[src/rtl/tw_pkg.sv]
package tw_pkg;
  localparam int NIB_W   = 4;
  localparam int DEV_N   = 3;
  localparam int IO_W    = NIB_W * DEV_N;
  localparam int DATA_W  = 2 * NIB_W;
  localparam int CTRL_W  = NIB_W;
  localparam int BANKS   = 2;
  localparam int ADDR_W  = 24;
  localparam int CMD_W   = 8;
  localparam logic [CMD_W-1:0] CMD_SEQ_WRITE = 8'h02;
  localparam int HDR_W   = CMD_W + ADDR_W;
  localparam int HDR_N   = HDR_W / NIB_W;
  localparam int CNT_W   = $clog2(HDR_N + 1);

  typedef enum logic [1:0] {LN_IDLE, LN_HDR, LN_STRM} lane_st_t;

  function automatic logic [NIB_W-1:0] hdr_nib(input logic [CNT_W-1:0] idx);
    logic [HDR_W-1:0] word;
    word = {CMD_SEQ_WRITE, {ADDR_W{1'b0}}};
    return word[HDR_W-1 - int'(idx)*NIB_W -: NIB_W];
  endfunction
endpackage

[src/rtl/tw_lane.sv]
module tw_lane
  import tw_pkg::*;
(
  input  logic            clk,
  input  logic            rst_n,
  input  logic            go,
  input  logic            stop_in,
  input  logic            take,
  input  logic [IO_W-1:0] nibs,
  output logic            ready,
  output logic            cs_n,
  output logic            sck,
  output logic [IO_W-1:0] io
);
  lane_st_t         st;
  logic             busy, ph, stop_pend;
  logic [CNT_W-1:0] cnt;

  assign ready = (st == LN_STRM) && !stop_pend && (!busy || ph);

  always_ff @(posedge clk or negedge rst_n) begin
    if (!rst_n) begin
      st        <= LN_IDLE;
      busy      <= 1'b0;
      ph        <= 1'b0;
      sck       <= 1'b0;
      cs_n      <= 1'b1;
      io        <= '0;
      cnt       <= '0;
      stop_pend <= 1'b0;
    end else begin
      if (stop_in && st != LN_IDLE) stop_pend <= 1'b1;
      case (st)
        LN_IDLE: begin
          if (go) begin
            st        <= LN_HDR;
            cs_n      <= 1'b0;
            io        <= {DEV_N{hdr_nib('0)}};
            busy      <= 1'b1;
            ph        <= 1'b0;
            sck       <= 1'b0;
            cnt       <= CNT_W'(1);
            stop_pend <= 1'b0;
          end
        end
        LN_HDR: begin
          if (!ph) begin
            sck <= 1'b1;
            ph  <= 1'b1;
          end else if (cnt == CNT_W'(HDR_N)) begin
            st   <= LN_STRM;
            busy <= 1'b0;
            sck  <= 1'b0;
          end else begin
            io  <= {DEV_N{hdr_nib(cnt)}};
            cnt <= cnt + CNT_W'(1);
            ph  <= 1'b0;
            sck <= 1'b0;
          end
        end
        LN_STRM: begin
          if (take) begin
            io   <= nibs;
            busy <= 1'b1;
            ph   <= 1'b0;
            sck  <= 1'b0;
          end else if (busy && !ph) begin
            sck <= 1'b1;
            ph  <= 1'b1;
          end else begin
            busy <= 1'b0;
            sck  <= 1'b0;
            if (stop_pend) begin
              st        <= LN_IDLE;
              cs_n      <= 1'b1;
              stop_pend <= 1'b0;
            end
          end
        end
        default: st <= LN_IDLE;
      endcase
    end
  end

  AST_SCK_UNDER_CS: assert property (@(posedge clk) disable iff (!rst_n) sck |-> !cs_n);
  AST_SCK_ONE_HIGH: assert property (@(posedge clk) disable iff (!rst_n) sck |=> !sck);
  AST_IO_HELD_HIGH: assert property (@(posedge clk) disable iff (!rst_n) sck |-> $stable(io));
  AST_NO_READY_IDLE: assert property (@(posedge clk) disable iff (!rst_n) cs_n |-> !ready);
endmodule

[src/rtl/tw_steer.sv]
module tw_steer
  import tw_pkg::*;
(
  input  logic             clk,
  input  logic             rst_n,
  input  logic             go,
  input  logic             s_valid,
  input  logic [BANKS-1:0] rdy,
  output logic [BANKS-1:0] take,
  output logic             s_ready
);
  localparam int SEL_W = (BANKS > 1) ? $clog2(BANKS) : 1;
  logic [SEL_W-1:0] sel;

  assign s_ready = rdy[sel];

  always_comb begin
    for (int i = 0; i < BANKS; i++)
      take[i] = s_valid && rdy[i] && (sel == SEL_W'(i));
  end

  always_ff @(posedge clk or negedge rst_n) begin
    if (!rst_n) sel <= '0;
    else if (go) sel <= '0;
    else if (s_valid && s_ready)
      sel <= (sel == SEL_W'(BANKS-1)) ? '0 : sel + SEL_W'(1);
  end

  AST_ONE_BANK_TAKES: assert property (@(posedge clk) disable iff (!rst_n) $onehot0(take));
endmodule

[src/rtl/quad_trace_writer.sv]
module quad_trace_writer
  import tw_pkg::*;
(
  input  logic              clk,
  input  logic              rst_n,
  input  logic              start,
  input  logic              stop,
  input  logic              smp_valid,
  output logic              smp_ready,
  input  logic [DATA_W-1:0] smp_data,
  input  logic [CTRL_W-1:0] smp_ctrl,
  output logic              b0_cs_n,
  output logic              b0_sck,
  output logic [IO_W-1:0]   b0_io,
  output logic              b1_cs_n,
  output logic              b1_sck,
  output logic [IO_W-1:0]   b1_io
);
  logic [BANKS-1:0] rdy, take, csn, sck;
  logic [IO_W-1:0]  io [BANKS];
  logic [IO_W-1:0]  nibs;
  logic             go;

  assign go   = start && (&csn);
  assign nibs = {smp_ctrl, smp_data};

  tw_steer u_steer (
    .clk(clk), .rst_n(rst_n), .go(go), .s_valid(smp_valid),
    .rdy(rdy), .take(take), .s_ready(smp_ready)
  );

  for (genvar b = 0; b < BANKS; b++) begin : g_bank
    tw_lane u_lane (
      .clk(clk), .rst_n(rst_n), .go(go), .stop_in(stop), .take(take[b]),
      .nibs(nibs), .ready(rdy[b]), .cs_n(csn[b]), .sck(sck[b]), .io(io[b])
    );
  end

  assign b0_cs_n = csn[0];
  assign b0_sck  = sck[0];
  assign b0_io   = io[0];
  assign b1_cs_n = csn[1];
  assign b1_sck  = sck[1];
  assign b1_io   = io[1];

  AST_NO_TAKE_AFTER_STOP: assert property (@(posedge clk) disable iff (!rst_n) stop |=> !smp_ready);
endmodule

[config.mk]
export PLATFORM = sky130hd
export DESIGN_NAME = quad_trace_writer
export DESIGN_NICKNAME = d
export VERILOG_FILES = /design/src/rtl/tw_pkg.sv /design/src/rtl/tw_lane.sv /design/src/rtl/tw_steer.sv /design/src/rtl/quad_trace_writer.sv
export SDC_FILE = /design/constraint.sdc
export NUM_CORES = 1
export LEC_CHECK = 0
export BUFFER_PORTS_ARGS = -buffer_cell sky130_fd_sc_hd__buf_4
export CAP_MARGIN = 10
export CORE_MARGIN = 2
export CORE_UTILIZATION = 60
export DETAILED_ROUTE_END_ITERATION = 6
export GPL_ROUTABILITY_DRIVEN = 0
export PLACE_DENSITY = 0.84
export SETUP_SLACK_MARGIN = 0.1
export SLEW_MARGIN = 15
export SYNTH_ARGS = -nofsm -noshare
export SYNTH_HDL_FRONTEND = slang
export SYNTH_SLANG_ARGS = --single-unit
[constraint.sdc]
create_clock -name clk -period 4.8 [get_ports clk]
set_clock_uncertainty 0.1 [all_clocks]
set_input_delay 0.24 -clock clk [delete_from_list [all_inputs] [get_ports clk]]
set_output_delay 0.24 -clock clk [all_outputs]
set_load 0.03 [all_outputs]
Word level (Yosys, flattened, before mapping)
Cells that the tools add are included.
{ "totals": {"regBits": 47, "out_inout_bits": 29} }
{ "classes": {"add_sub_neg": 5, "magnitude_cmp": 1, "n_eq_ne": 26, "shifts": 2, "n_mux": 84, "bitwise": 1, "n_reduce_logical": 48} }
{ "op_table": {"columns": ["op", "count"], "rows": [
  ["$mux 12", 7],
  ["$pmux 12 s3", 2],
  ["$shiftx 35x32->4 const A", 2],
  ["$mux 1", 45],
  ["$reduce_and 5->1", 6],
  ["$mux 2", 11],
  ["$mux 4", 5],
  ["$ne 2x1->1 const B", 9],
  ["$pmux 1 s3", 6],
  ["$pmux 4 s2", 2],
  ["$logic_and 1x1->1", 14],
  ["$ne 2x2->1 const B", 7],
  ["$reduce_bool 2->1", 7],
  ["$sub 5x6->7 const A", 2],
  ["$ne 3x2->1 const B", 4],
  ["$pmux 2 s3", 2],
  ["$reduce_and 6->1", 2],
  ["$add 4x1->4 const B", 2],
  ["$eq 4x4->1 const B", 2],
  ["$pmux 1 s2", 4],
  ["$reduce_and 4->1", 2],
  ["$logic_not 1->1", 6],
  ["$reduce_and 2->1", 3],
  ["$reduce_and 3->1", 2],
  ["8 further kinds", 13]
]} }

Longest topological paths before layout
Gate-level depths: netlist (run 1).
{ "depth": {"depth_word": 8, "mapped_depth": 9, "mapped_depth_nobuf": 6} }

By module
Synthesis (run 1) repeated with hierarchy kept, for this count alone.
{ "unflattened": {"cells_unflattened": 269, "hier_area_um2": 2601.2} }
{ "by_module_without_submodules": {"columns": ["module", "instances", "cells_per_inst", "area_each_um2", "seq_area_each_um2"], "rows": [
  ["tw_lane", 2, 131, 1262.5, 576.8],
  ["tw_steer", 1, 6, 70.1, 25.0],
  ["quad_trace_writer", 1, 1, 6.3, 0.0]
]} }

Least setup slack after synthesis (run 1)
No wires, ideal clock.
{ "synth_timing": {"kind": "register -> output", "from": "register g_bank[0].u_lane.st[0]", "to": "output port smp_ready", "arrival_time_ps": 1763, "required_time_ps": 4460, "path_slack_ps": 2697, "path_stages_with_launch": 6, "path_buffers": 1, "path_cell_list": "dfrtp_1 inv_1 ha_1 clkbuf_1 nand2_1 o31ai_1"} }
{ "synth_via": {"elab_chain_len": 5} }
{ "synth_rtl": {"columns": ["item", "line_no", "rtl"], "rows": [
  ["start, declared", "tw_lane.sv:15", "lane_st_t st;"],
  ["start signal, assigned", "tw_lane.sv:23", "st <= LN_IDLE;"],
  ["start signal, assigned", "tw_lane.sv:36", "st <= LN_HDR;"],
  ["start signal, assigned", "tw_lane.sv:51", "st <= LN_STRM;"],
  ["$eq 2x2->1", "tw_lane.sv:19", "assign ready = (st == LN_STRM) && !stop_pend && (!busy || ph);"],
  ["$logic_and 1x1->1 (2 in a row)", "tw_lane.sv:19", null],
  ["$mux 1 (not written as such) (2 in a row)", "tw_steer.sv:15", "assign s_ready = rdy[sel];"],
  ["end, declared", "quad_trace_writer.sv:9", "output logic smp_ready,"]
]} }
No other way between the ends. The select of a mux whose other input is x is not followed.

Final worst setup path (run 1)
{ "layout_timing": {"from": "register g_bank[1].u_lane.st[0]", "to": "register g_bank[1].u_lane.io[8]"} }
{ "layout_via": {"elab_chain_len": 7, "word_cells_on_any_way": 14, "cone_classes": "6 x eq/ne; 1 x mux; 7 x reduce/logical"} }
{ "layout_rtl": {"columns": ["item", "line_no", "rtl"], "rows": [
  ["start, declared", "tw_lane.sv:15", null],
  ["start signal, assigned", "tw_lane.sv:23", null],
  ["start signal, assigned", "tw_lane.sv:36", null],
  ["start signal, assigned", "tw_lane.sv:51", null],
  ["$eq 2x2->1", "tw_lane.sv:19, tw_lane.sv:33", null],
  ["$logic_and 1x1->1 (2 in a row)", "tw_lane.sv:19", null],
  ["$logic_and 1x1->1 (2 in a row)", "tw_steer.sv:19", "take[i] = s_valid && rdy[i] && (sel == SEL_W'(i));"],
  ["$ne 2x1->1 (no line)", null, null],
  ["$reduce_and 5->1 (no line)", null, null],
  ["end signal, assigned", "tw_lane.sv:38", "io <= {DEV_N{hdr_nib('0)}};"],
  ["end signal, assigned", "tw_lane.sv:55", "io <= {DEV_N{hdr_nib(cnt)}};"],
  ["end signal, assigned", "tw_lane.sv:63", "io <= nibs;"],
  ["end, declared", "tw_lane.sv:13", "output logic [IO_W-1:0] io"]
]} }
Several ways; a longest one is shown, not always the timed one.
A chain may end at the register's enable or synchronous reset.

==> results of run 1 <==
cells in the mapped netlist (2+ instances only):
| cell type | number |
|---|---|
| clkbuf_1 | 4 |
| mux2i_1 | 29 |
| mux2_2 | 3 |
| buf_2 | 2 |
| and2_2 | 2 |
| nor2_1 | 6 |
| nand4_1 | 3 |
| dfstp_2 | 2 |
| o22ai_1 | 2 |
| nor2b_1 | 2 |
| ha_1 | 12 |
| a41o_1 | 3 |
| o211ai_1 | 3 |
| nor3_1 | 2 |
| and2_1 | 5 |
| dfrtp_1 | 45 |
| inv_1 | 41 |
| a21oi_2 | 2 |
| o21ai_0 | 19 |
| a21oi_1 | 11 |
| nand2_1 | 36 |
| a31oi_1 | 7 |
| nor4_1 | 2 |
| nand3_1 | 12 |
| nand3b_1 | 2 |
| nand2b_1 | 3 |
power breakdown:
part           switching, mW  internal, mW
logic                 0.0138        0.0103
registers            0.00174         0.396
clock network          0.127         0.113
state kept, by name, summed over array words and instances, names as in the netlist:
| register | cells |
|---|---|
| g_bank.u_lane.io | 24 |
| g_bank.u_lane.cnt | 8 |
| g_bank.u_lane.st | 4 |
| g_bank.u_lane.busy | 2 |
| g_bank.u_lane.cs_n | 2 |
| g_bank.u_lane.ph | 2 |
| g_bank.u_lane.sck | 2 |
| g_bank.u_lane.stop_pend | 2 |
| u_steer.sel | 1 |
kinds of logic after synthesis:
family,share of synthesized area [%]
mux,12.0
compound gates,13.2
simple gates,16.7
fa+ha+maj,5.57
buf+inv,8.73
flops,43.7
placed cells by master, fill, tap and decap left out, drive strengths merged, types with 2 or more instances in the layout:
cell,count
nor3b,2
o22ai,2
a31oi,7
mux2i,29
and2,7
nand4,3
o211ai,3
dfrtp,45
nand3b,2
a41o,3
nand3,12
mux2,3
nor2,7
nor2b,2
nor3,2
ha,12
o21ai,19
nand2b,4
dfstp,2
inv,42
a21oi,13
clkbuf,6
nand2,36
buf,45
nor4,2
final cells by class:
cell class,instances,area share [%]
repair buffers,46,11.2
inverters,42,5.06
multi-input cells,185,41.1
well taps,52,2.09
clock inverters,1,0.161
flip-flops and latches,47,37.8
clock buffers,6,2.65
path summary, 6_finish.rpt:
kind	endpoint	cells after the start	slack, ns	startpoint
setup / recovery	g_bank[1].u_lane.io[8]	6	2.14	g_bank[1].u_lane.st[0]
hold / removal	g_bank[1].u_lane.io[3]	3	0.1	smp_data[3]
setup reg to reg	g_bank[1].u_lane.io[8]	6	2.14	g_bank[1].u_lane.st[0]
hold reg to reg	g_bank[0].u_lane.sck	1	0.42	g_bank[0].u_lane.sck
max in group asynchronous	g_bank[1].u_lane.sck	2	3.82	rst_n
min in group asynchronous	g_bank[0].u_lane.io[9]	2	0.38	rst_n
metal layers:
layer  wire (microns)  GRT usage, %  part of all wire [%]  vias to the layer above
met5                0             0                     0                        -
met4               94          8.81                   1.7                        0
met3              407          4.84                   7.3                        9
met2             2530          38.7                    45                       80
met1             2570          33.5                    46                     1027
li1                 -             -                     -                     1057
worst min-delay path: cells and delay by family:
family / cells / cell delay, ns
buf+inv: 1 / 0.11
mux: 1 / 0.06
simple gates: 1 / 0.05
per-stage QoR:
step	hold slack [ns]	std cells	util [%]	area, sq um	setup slack [ns]
6_report	0.0989	379	71.6	3120	2.14
5_1_grt	0.0950	379	71.6	3120	1.86
4_1_cts	0.0945	379	71.6	3120	2.13
3_5_place_dp	0.181	371	69.4	3020	2.16
3_3_place_gp	0.184	371	69.4	3020	2.28
2_1_floorplan	-0.156	284	-	2700	2.70
==> flow_summary_export.csv, run 1 <==
group,metric,value,unit
clock_network,clkTransAtPathRegs,0.08,ns
clock_network,cts.sinks,47,
sta,rsz0062_at_grt,"no",
global_routing,grt_pass1_wl,9710,microns
critical_path,crit_family,"simple AND/OR/NAND/NOR gates",
sta,hold_viol,0,
power_and_ir_drop,vdd_drop_max,0.106,mV
sta,setup_tns,0,ns
global_routing,grt.total_usage,24.4,%
sta,max_freq,377,MHz
sta,layout_min_cycle_time,2.66,ns
clock_network,cts_buffer_depth,2,
sta,relSlewSlack,50.6,%
critical_path,critPathBufInv,1,
routing,num_vias,2173,
yosys,netlist_top_cells_area,"dfrtp_1, mux2i_1, inv_1",
finish,synthToLayoutAreaGrowth,15.7,%
yosys,synth_nets,313,
yosys,synth_top_area_share,41.8,%
sta,tightest_slew,0.739,ns
routing,wl,5600,microns
floorplanning,dieArea,0.00504,sq mm
job,drv_cap,0,
global_routing,grt_max_degree,48,
floorplanning,die_w,71.0,microns
clock_network,root_buffer,"clkbuf_8",
critical_path,critical_path_class,"reg -> reg",
clock_network,cts_resized,0,
power_and_ir_drop,p_leak,1.66,nW
yosys,netlist_instances,284,
yosys,synth_seq_cells,47,
routing,ant_nets,0,
global_routing,grt.overflow.total,0,
critical_path,start_kind,"flop",
critical_path,critPathMaxFanout,18,
clock_network,cts_tree,"built",
routing,dr.pass1.iters,4,
finish,n_antenna_cell,0,
global_routing,antenna_found_initial,0,
yosys,ys_async_sr_fraction,100,%
placement,port-buffer-count,45,
yosys,syn_avg_cell_area,9.49,sq um
routing,drt-initial-drc-count,165,
run_status,status,"finished clean",
placement,hpwl,4190,microns
power_and_ir_drop,p_per_area,213,mW/mm^2
floorplanning,rows,24,
yosys,ys_types,50,
critical_path,crit_path_max_incr_delay,0.53,ns
clock_network,hold_buffers,1,
yosys,synth_edf_count,0,
global_routing,grt_pass1_vias,2127,
yosys,yosysWarnings,0,
finish,final_layout_size_suffix_gt1_share,20.8,%
clock_network,cts_setup_buffers,0,
finish,fillCellCount,317,
critical_path,required,4.91,ns
clock_network,clk_latency,0.30,ns
finish,fin_nets,356,
yosys,synth_area,0.00270,sq mm
sta,setup_viol,0,
floorplanning,die_height,71.0,microns
routing,drc_errors,0,
finish,register_area,0.00118,sq mm
floorplanning,start_util,61.9,%
min_path,hp-class,"in -> reg",
yosys,synth_flop_cell,"dfrtp_1",
floorplanning,boundaryPins,46,
power_and_ir_drop,power,0.663,mW
floorplanning,core,0.00435,sq mm
finish,multi_input_area,0.00128,sq mm
yosys,ys_seq_area_share,43.7,%
yosys,synth_top_cell_by_area,"dfrtp_1",
critical_path,path_cells,"inv_1, ha_1, nor2b_1, a41o_1, nand3_1, mux2i_1",
routing,viasPerCell,5.73,
critical_path,critPathArrivalTime,2.76,ns
clock_network,cts_made_buffers,5,
clock_network,htree_levels,2,
sta,final_max_slew_viol_count,0,
routing,wire_per_inst,14.8,microns
critical_path,slowest_stage,"nand3_1",
sta,finalCritPeriodShare,55.3,%
critical_path,endpoint_kind,"flop",
(Power assumes the default switching activity.)
==> run 2, diff against run 1 <==
--- a/config.mk
+++ b/config.mk
@@ -8,10 +8,10 @@
 export BUFFER_PORTS_ARGS = -buffer_cell sky130_fd_sc_hd__buf_4
 export CAP_MARGIN = 10
 export CORE_MARGIN = 2
-export CORE_UTILIZATION = 60
+export CORE_UTILIZATION = 56
 export DETAILED_ROUTE_END_ITERATION = 6
 export GPL_ROUTABILITY_DRIVEN = 0
-export PLACE_DENSITY = 0.84
+export PLACE_DENSITY = 0.8
 export SETUP_SLACK_MARGIN = 0.1
 export SLEW_MARGIN = 15
 export SYNTH_ARGS = -nofsm -noshare
==> constraint.sdc (replaced) <==
create_clock -name clk -period 2.47 [get_ports clk]
set_clock_uncertainty 0.1 [all_clocks]
set_input_delay 0.1235 -clock clk [delete_from_list [all_inputs] [get_ports clk]]
set_output_delay 0.1235 -clock clk [all_outputs]
set_load 0.03 [all_outputs]
==> run 2 against run 1 <==
Net effect:
- clock-buffer cell count up 1
- critical path depth unchanged
- setup slack worse by 1.8 ns
- non-clock buffer count up 13
- routed wire length up 11%
- via count up 3.0%
- combinational power up 150%
- sequential power up 94%
- cell area up 4.5%
- sequential cell count unchanged
- critical path type is now reg -> out
==> flow_summary_export.csv, run 2 (synthesized netlist as in run 1, its figures left out) <==
group,metric,value,unit
critical_path,critPathArrivalTime,1.95,ns
clock_network,cts_resized,0,
job,drv_cap,0,
finish,design_area,0.00326,sq mm
finish,fin_nets,369,
finish,multi_input_area,0.00128,sq mm
routing,num_vias,2239,
sta,finalCritPeriodShare,87.8,%
placement,dp_cells,377,
clock_network,root_buffer,"clkbuf_8",
floorplanning,dieArea,0.00538,sq mm
finish,register_area,0.00118,sq mm
floorplanning,start_util,57.4,%
routing,wl,6200,microns
sta,layout_min_cycle_time,2.17,ns
floorplanning,boundaryPins,46,
clock_network,cts.sinks,47,
critical_path,required,2.25,ns
clock_network,cts_setup_buffers,0,
critical_path,endpoint_kind,"output pin",
sta,final_max_slew_viol_count,0,
run_status,status,"finished clean",
finish,fillCellCount,374,
sta,rsz0062_at_grt,"no",
placement,port-buffer-count,45,
finish,n_antenna_cell,0,
routing,wire_per_inst,15.7,microns
floorplanning,rows,25,
routing,viasPerCell,5.67,
clock_network,cts_tree,"built",
global_routing,grt.total_usage,24.8,%
placement,placed_area,0.00305,sq mm
critical_path,critical_path_class,"reg -> out",
global_routing,grt_pass1_vias,2171,
clock_network,cts_buffer_depth,2,
sta,setup_tns,0,ns
clock_network,clkTransAtPathRegs,0.08,ns
sta,relSlewSlack,60.1,%
finish,largestRegisters,"g_bank.u_lane.io (24), g_bank.u_lane.cnt (8), g_bank.u_lane.st (4)",
floorplanning,die_height,73.4,microns
global_routing,grt_max_degree,48,
placement,hpwl,4400,microns
power_and_ir_drop,vdd_drop_max,0.225,mV
sta,hold_viol,0,
routing,drt-initial-drc-count,221,
sta,tightest_slew,0.598,ns
routing,drc_errors,0,
finish,top_register,"g_bank.u_lane.io",
finish,instances_no_fill,395,
clock_network,htree_levels,2,
clock_network,cts_made_buffers,5,
min_path,hp-class,"in -> reg",
global_routing,grt.overflow.total,0,
finish,synthToLayoutAreaGrowth,20.8,%
finish,final_layout_size_suffix_gt1_share,21.4,%
critical_path,critPathMaxFanout,10,
global_routing,grt_pass1_wl,10300,microns
sta,whs,0.0243,ns
sta,setup_viol,0,
global_routing,antenna_found_initial,0,
placement,post-place-ws,0.380,ns
floorplanning,core,0.00469,sq mm
power_and_ir_drop,p_per_area,412,mW/mm^2
finish,final_common_cell,"buf_4",
routing,ant_nets,0,
power_and_ir_drop,p_leak,1.72,nW
sta,max_freq,461,MHz
finish,final_cell_mix,"buf_4, dfrtp_1, inv_1",
clock_network,clk_latency,0.30,ns
floorplanning,die_w,73.4,microns
critical_path,start_kind,"flop",
sta,setup_slack,0.300,ns
finish,largest_reg_flops,24,
routing,dr.pass1.iters,4,
-- run 2: power breakdown --
group / internal (mW) / leakage, nW / switching (mW)
registers: 0.770 / 0.492 / 0.00381
clock network: 0.255 / 0.0505 / 0.253
logic: 0.0293 / 1.18 / 0.0300
total: 1.05 / 1.72 / 0.287
-- run 2: layer usage --
layer  share of wire (%)  track usage (%)  routed length [microns]  vias up
met2                  48             39.5                     2960       88
met1                  45             34.7                     2790     1061
met4                0.94             7.27                       58        0
met5                   0                0                        0        -
met3                 6.2             4.53                      385        6
li1                    -                -                        -     1084
-- run 2: path summary, 6_finish.rpt --
kind | start | to | slack (ns) | cells past startpoint
worst min-delay path | stop | g_bank[0].u_lane.stop_pend | 0.02 | 3
worst max-delay path | g_bank[1].u_lane.st[0] | smp_ready | 0.30 | 6
max in group asynchronous | rst_n | g_bank[1].u_lane.ph | 1.60 | 2
worst min register to register | g_bank[1].u_lane.io[7] | g_bank[1].u_lane.io[7] | 0.43 | 2
min in group asynchronous | rst_n | g_bank[0].u_lane.io[9] | 0.26 | 2
worst max register to register | g_bank[0].u_lane.st[0] | g_bank[0].u_lane.io[10] | 0.37 | 6
-- run 2: critical path: stages (launching register included) --
cell and delay [ns]:
dfrtp_1 0.41, inv_1 0.11, ha_1 0.35, nor2b_1 0.32
nand3_1 0.11, o31ai_1 0.12, buf_4 0.23
-- run 2: final cells by class --
class                      instances  area share, %
clock buffer                       7           2.96
clock inverter                     1          0.231
inverter                          42           4.84
multi-input combinational        185           39.3
sequential                        47           36.2
tap                               54           2.07
timing repair buffer              59           14.4
-- run 2: what timing repair did --
action	in CTS	in global routing
setup endpoints to repair	0	0
hold buffers	10	0
hold endpoints to repair	62	0
-- run 2: per-stage QoR --
stage / utilization (%) / total power [mW]
4_1_cts: 69.4 / 1.36
3_5_place_dp: 65.1 / 0.836
2_1_floorplan: - / 0.794
3_3_place_gp: 65.1 / 0.836
5_1_grt: 69.4 / 1.39
6_report: 69.4 / 1.34
